## src/rtl/regprot_pkg.sv

```systemverilog
package regprot_pkg;
  typedef struct packed {
    logic sup_only;
    logic hard_lock;
  } gcr_t;

  typedef enum logic [1:0] {
    WIN_PERI = 2'd0,
    WIN_LOCK = 2'd1,
    WIN_GCR  = 2'd2
  } win_e;
endpackage

```

## src/rtl/regprot_filter.sv

```systemverilog
module regprot_filter
  import regprot_pkg::*;
#(
  parameter int ADDR_W   = 8,
  parameter int NUM_REGS = 8,
  localparam int IDX_W   = (NUM_REGS > 1) ? $clog2(NUM_REGS) : 1
) (
  input  logic [ADDR_W-1:0]   addr,
  input  logic                we,
  input  logic                re,
  input  logic                sup,
  input  gcr_t                gcr,
  input  logic [NUM_REGS-1:0] soft_lock,
  output win_e                win,
  output logic [IDX_W-1:0]    idx,
  output logic                fwd_we,
  output logic                fwd_re,
  output logic                sl_we,
  output logic                gcr_we,
  output logic                loc_re,
  output logic                blocked
);
  localparam int EXT = 1 << IDX_W;

  logic [EXT-1:0] sl_ext;
  logic           is_prot;
  logic           priv_ok;
  logic           locked;
  logic           rd;

  always_comb begin
    sl_ext = '0;
    sl_ext[NUM_REGS-1:0] = soft_lock;
    if (!addr[ADDR_W-1])      win = WIN_PERI;
    else if (addr[ADDR_W-2])  win = WIN_GCR;
    else                      win = WIN_LOCK;
    idx     = addr[IDX_W-1:0];
    is_prot = (ADDR_W'({1'b0, addr[ADDR_W-2:0]}) < ADDR_W'(NUM_REGS));
    priv_ok = !gcr.sup_only || sup;
    locked  = is_prot && (gcr.hard_lock || sl_ext[idx]);
    rd      = re && !we;
    fwd_we  = (win == WIN_PERI) && we && priv_ok && !locked;
    fwd_re  = (win == WIN_PERI) && rd && priv_ok;
    sl_we   = (win == WIN_LOCK) && we && priv_ok && !gcr.hard_lock;
    gcr_we  = (win == WIN_GCR)  && we && priv_ok && !gcr.hard_lock;
    loc_re  = (win != WIN_PERI) && rd && priv_ok;
    blocked = (we || re) && !(fwd_we || fwd_re || sl_we || gcr_we || loc_re);
  end
endmodule

```

## src/rtl/regprot_lockbank.sv

```systemverilog
module regprot_lockbank #(
  parameter int NUM_REGS = 8,
  localparam int IDX_W   = (NUM_REGS > 1) ? $clog2(NUM_REGS) : 1
) (
  input  logic                clk,
  input  logic                rst_n,
  input  logic                hard_lock,
  input  logic                wr_en,
  input  logic [IDX_W-1:0]    wr_idx,
  input  logic                wr_val,
  output logic [NUM_REGS-1:0] soft_lock
);
  logic [NUM_REGS-1:0] sl_q;
  logic [NUM_REGS-1:0] sl_en;

  for (genvar i = 0; i < NUM_REGS; i++) begin : g_bit
    always_comb sl_en[i] = wr_en && (wr_idx == IDX_W'(i));

    always_ff @(posedge clk or negedge rst_n) begin
      if (!rst_n)       sl_q[i] <= 1'b0;
      else if (sl_en[i]) sl_q[i] <= wr_val;
    end
  end

  assign soft_lock = sl_q;

  // protection settings frozen under hard lock
  p_locks_frozen_r6: assert property (@(posedge clk) disable iff (!rst_n)
    hard_lock |=> $stable(sl_q));
endmodule

```

## src/rtl/regprot_gcr.sv

```systemverilog
module regprot_gcr
  import regprot_pkg::*;
(
  input  logic       clk,
  input  logic       rst_n,
  input  logic       wr_en,
  input  logic [1:0] wr_val,
  output gcr_t       gcr
);
  gcr_t gcr_q, gcr_d;

  always_comb begin
    gcr_d = gcr_q;
    if (wr_en) begin
      gcr_d.hard_lock = gcr_q.hard_lock | wr_val[0];
      gcr_d.sup_only  = wr_val[1];
    end
  end

  always_ff @(posedge clk or negedge rst_n) begin
    if (!rst_n) gcr_q <= '0;
    else        gcr_q <= gcr_d;
  end

  assign gcr = gcr_q;

  // hard lock is sticky until reset
  p_hard_sticky_r6: assert property (@(posedge clk) disable iff (!rst_n)
    gcr_q.hard_lock |=> gcr_q.hard_lock);
endmodule

```

## src/rtl/regprot_unit.sv

```systemverilog
module regprot_unit
  import regprot_pkg::*;
#(
  parameter int ADDR_W   = 8,
  parameter int DATA_W   = 32,
  parameter int NUM_REGS = 8,
  localparam int IDX_W   = (NUM_REGS > 1) ? $clog2(NUM_REGS) : 1
) (
  input  logic              clk,
  input  logic              rst_n,
  input  logic [ADDR_W-1:0] bus_addr,
  input  logic [DATA_W-1:0] bus_wdata,
  input  logic              bus_we,
  input  logic              bus_re,
  input  logic              bus_sup,
  output logic [DATA_W-1:0] bus_rdata,
  output logic              bus_err,
  output logic [ADDR_W-2:0] per_addr,
  output logic [DATA_W-1:0] per_wdata,
  output logic              per_we,
  output logic              per_re,
  input  logic [DATA_W-1:0] per_rdata
);
  localparam int EXT = 1 << IDX_W;

  logic [1:0]          rst_sync;
  logic                rst_i_n;
  gcr_t                gcr;
  logic [NUM_REGS-1:0] soft_lock;
  logic [EXT-1:0]      sl_ext;
  win_e                win;
  logic [IDX_W-1:0]    idx;
  logic                fwd_we, fwd_re, sl_we, gcr_we, loc_re, blocked;
  logic [DATA_W-1:0]   rd_mux, rdata_d, rdata_q;
  logic                err_q;

  always_ff @(posedge clk or negedge rst_n) begin
    if (!rst_n) rst_sync <= 2'b00;
    else        rst_sync <= {rst_sync[0], 1'b1};
  end
  assign rst_i_n = rst_sync[1];

  regprot_filter #(.ADDR_W(ADDR_W), .NUM_REGS(NUM_REGS)) u_filter (
    .addr(bus_addr), .we(bus_we), .re(bus_re), .sup(bus_sup),
    .gcr(gcr), .soft_lock(soft_lock), .win(win), .idx(idx),
    .fwd_we(fwd_we), .fwd_re(fwd_re), .sl_we(sl_we), .gcr_we(gcr_we),
    .loc_re(loc_re), .blocked(blocked)
  );

  regprot_lockbank #(.NUM_REGS(NUM_REGS)) u_locks (
    .clk(clk), .rst_n(rst_i_n), .hard_lock(gcr.hard_lock), .wr_en(sl_we),
    .wr_idx(idx), .wr_val(bus_wdata[0]), .soft_lock(soft_lock)
  );

  regprot_gcr u_gcr (
    .clk(clk), .rst_n(rst_i_n), .wr_en(gcr_we),
    .wr_val(bus_wdata[1:0]), .gcr(gcr)
  );

  always_comb begin
    sl_ext = '0;
    sl_ext[NUM_REGS-1:0] = soft_lock;
    rd_mux = '0;
    case (win)
      WIN_PERI: rd_mux = per_rdata;
      WIN_LOCK: rd_mux[0] = sl_ext[idx];
      default:  rd_mux[1:0] = {gcr.sup_only, gcr.hard_lock};
    endcase
    rdata_d = (fwd_re || loc_re) ? rd_mux : '0;
  end

  always_ff @(posedge clk or negedge rst_i_n) begin
    if (!rst_i_n) begin
      rdata_q <= '0;
      err_q   <= 1'b0;
    end else begin
      rdata_q <= rdata_d;
      err_q   <= blocked;
    end
  end

  assign per_addr  = bus_addr[ADDR_W-2:0];
  assign per_wdata = bus_wdata;
  assign per_we    = fwd_we;
  assign per_re    = fwd_re;
  assign bus_rdata = rdata_q;
  assign bus_err   = err_q;

  // no write reaches a locked protected register
  p_locked_no_write_r3: assert property (@(posedge clk) disable iff (!rst_i_n)
    (per_we && (ADDR_W'({1'b0, per_addr}) < ADDR_W'(NUM_REGS)))
      |-> !(gcr.hard_lock || sl_ext[per_addr[IDX_W-1:0]]));

  // user mode never reaches the peripheral in supervisor-only mode
  p_user_blocked_r7: assert property (@(posedge clk) disable iff (!rst_i_n)
    (gcr.sup_only && !bus_sup) |-> !(per_we || per_re));

  // an error follows only an access that was not forwarded
  p_err_no_fwd_r9: assert property (@(posedge clk) disable iff (!rst_i_n)
    bus_err |-> $past(!per_we && !per_re));

  // error cycle returns zero data
  p_err_zero_data_r9: assert property (@(posedge clk) disable iff (!rst_i_n)
    bus_err |-> (bus_rdata == '0));
endmodule

```

## config.mk

```make
export PLATFORM = sky130hd
export DESIGN_NAME = regprot_unit
export DESIGN_NICKNAME = d
export VERILOG_FILES = /design/src/rtl/regprot_pkg.sv /design/src/rtl/regprot_filter.sv /design/src/rtl/regprot_lockbank.sv /design/src/rtl/regprot_gcr.sv /design/src/rtl/regprot_unit.sv
export SDC_FILE = /design/constraint.sdc
export NUM_CORES = 1
export LEC_CHECK = 0
export ABC_AREA = 1
export BUFFER_PORTS_ARGS = -buffer_cell sky130_fd_sc_hd__buf_2
export CAP_MARGIN = 20
export CORE_ASPECT_RATIO = 2
export CORE_MARGIN = 3
export CORE_UTILIZATION = 44
export DETAILED_ROUTE_END_ITERATION = 12
export GPL_TIMING_DRIVEN = 0
export PLACE_DENSITY = 0.81
export RECOVER_POWER = 25
export SETUP_SLACK_MARGIN = 0.05
export SLEW_MARGIN = 25
export SYNTH_ARGS = -nofsm -noshare
export SYNTH_HDL_FRONTEND = slang
export SYNTH_SLANG_ARGS = --single-unit
```

## constraint.sdc

```tcl
create_clock -name clk -period 3.95 [get_ports clk]
set_input_delay 0.79 -clock clk [delete_from_list [all_inputs] [get_ports clk]]
set_output_delay 0.79 -clock clk [all_outputs]
set_load 0.01 [all_outputs]
```

==> impl_metrics.tcl <==
set metrics [dict create \
    fin_cells 418 \
    drtIter0Drc 35 \
    dpl.cell_count 410 \
    vias 1847 \
    via_per_inst 4.42 \
    clockRootBuffer "clkbuf_8" \
    htreeDepth 2 \
    grt_max_degree 27 \
    die_height_microns 104 \
    worstPathArrival_ns 1.79 \
    critPathCaptureType "primary output" \
    status "completed" \
    worst_pin_slew_ns 0.998 \
    grt.overflow.total 0 \
    die-area_sq_mm 0.00572 \
    drc 0 \
    die_w_microns 55.0 \
    fin_crit_ns 2.58 \
    setup_viol 0 \
    skew_ns 0.0101 \
    cts_tree "done" \
    final.period_utilization_pct 65.2 \
    cp_max_fo 8 \
    critPathMaxStageDelay_ns 0.16 \
    ctsHoldBuffers 0 \
    clock_path_buffers 2 \
    holdWs_ns 0.258 \
    syn_nets 312 \
    nets 439 \
    worstSetupPathType "input pin to primary output" \
    worst_setup_path_start_kind "input pin" \
    rsz0062_at_grt "no" \
    cts_resized 0 \
    row_count 35 \
    initial_core_util_pct 45.5 \
    cpMostUsedCell "nand2_1" \
    maxCapViolations 0 \
    numPortBuffers 119 \
    fmax_mhz 388 \
    ant_nets 0 \
    antenna_found_initial 0 \
    slew_headroom_pct 33.4 \
    place.gp.congestion 0.756 \
    fp.coreArea_sq_mm 0.00464 \
    vdd_drop_max_mv 0.395 \
    synth_cells 235 \
    ys_seq_area_share_pct 53.3 \
    p_per_area_mw_per_mm2 346 \
    cp_cell_sequence "buf_4, inv_1, nand2_1, nand2_1, nand2_1, nand3_1, nand2_1, nand2_1, a21boi_0, buf_2" \
    ys.flop_type "dfrtp_1" \
    clk_latency_ns 0.29 \
    wl_per_cell_microns 11.8 \
    cts_buffers 5 \
    insertedDiodeCount 0 \
    grtUsageTotal_pct 19.4 \
    ios 151 \
    avgSynthCellArea_sq_um 8.99 \
    grt_pass1_wl_microns 8110 \
    grt_pass1_vias 1835 \
    ys_ff_latch 45 \
    hold_violations 0 \
    hold_class "input pin to async pin" \
    syn-cell-area_sq_mm 0.00211 \
    synth_edf_count 0 \
    maxSlewViolCount 0 \
    syn2layout_area_growth_pct 37.9 \
    yosysWarningCount 0 \
    cts.sinks 45 \
    fillers 437 \
    clk_pin_slew_ns 0.09 \
    crit_slowest_cell "a21boi_0" \
    finalSetupTns_ns 0 \
    drive_gt1_share_pct 48.8 \
    required_ns 3.16 \
    synthArstFlopShare_pct 100 \
    dr.pass1.iters 4 \
    routed_wl_microns 4940 \
    cts_setup_buffers 0 \
    yosysUniqueCellTypes 23 \
    p_leak_uw 0.00183 \
    place_hpwl_microns 4160 \
]
==> critical path, delay by kind of cell <==
kind	cells	cell delay, ns
AO/OA/AOI/OAI	1	0.16
AND/OR/NAND/NOR	6	0.45
buffers and inverters	3	0.38
==> sequential cells by signal, indices dropped and copies added, names as in the netlist <==
name	cells
u_gcr.gcr	2
bus_err	1
u_locks.soft_lock	8
bus_rdata	32
rst_sync	2
==> per-stage QoR <==
step	total power, uW	worst slack, ns	utilization [%]	cell area, sq um
finish	1010	1.37	62.8	2910
global route	1060	1.19	62.8	2910
CTS	1030	1.37	63.3	2940
detailed placement	619	1.37	60.5	2810
global placement	612	1.37	59.8	2780
floorplan	555	1.55	-	2110
==> layout by cell type, fill, tap and decap left out, types with 2 or more instances in the layout <==
cell type    n
nand2_1     37
nor2_1      35
a21oi_1      2
nor2_4       3
nand3_1      6
inv_2        2
buf_2      118
buf_4       40
inv_1       42
dfrtp_1     45
clkbuf_1     2
clkbuf_8     5
bufinv_16    2
buf_6        3
o21ai_1      7
o21ai_0      2
==> cells in the mapped netlist, drive strengths merged (2+ instances only) <==
master,instances,share of area [%]
o21ai,9,2.1
buf,43,16
nand2,37,6.6
nor4,2,1.3
a21oi,2,0.47
nand3,6,1.4
inv,44,7.8
dfrtp,45,53
nor2,39,8.1
==> logic make-up after synthesis <==
group / after synthesis / share of synthesized area, %
flops: 45 / 53.3
simple gates: 86 / 18.7
other cells: 1 / 0.177
buf+inv: 88 / 23.8
compound gates: 15 / 4.09
==> layer usage <==
layer  vias to the layer above  GRT usage [%]  wire length [microns]
met5                         -              0                      0
met4                         0           8.35                    119
met3                         8           4.02                    454
met2                       109           35.0                   2890
met1                       827           19.7                   1480
li1                        903              -                      -
==> where the power goes <==
group / internal (uW) / switching (uW)
Clock: 251 / 152
Combinational: 68.3 / 62.3
Sequential: 467 / 6.61
Total: 787 / 221
==> path summary, 6_finish.rpt <==
check,from,end,slack [ns],cells after the start
max,bus_addr[0],per_we,1.37,10
max in group asynchronous,rst_sync[1]$_DFF_PN0_,bus_rdata[7]$_DFF_PN0_,2.11,1
min,rst_n,rst_sync[0]$_DFF_PN0_,0.26,1
min in group clk,rst_sync[0]$_DFF_PN0_,rst_sync[1]$_DFF_PN0_,0.37,0
max reg2reg,rst_sync[1]$_DFF_PN0_,bus_rdata[7]$_DFF_PN0_,2.11,1
min reg2reg,rst_sync[0]$_DFF_PN0_,rst_sync[1]$_DFF_PN0_,0.37,0
==> area by class of cell <==
cell class / instances / area, sq um / share of cell area (%)
clock buffer: 5 / 68.8 / 2.36
multi-input combinational: 102 / 484 / 16.6
clock inverter: 3 / 65.1 / 2.23
buffer: 43 / 334 / 11.5
tap: 55 / 68.8 / 2.36
inverter: 45 / 169 / 5.80
timing repair buffer: 120 / 598 / 20.5
sequential: 45 / 1130 / 38.6
(Power assumes the default switching activity.)
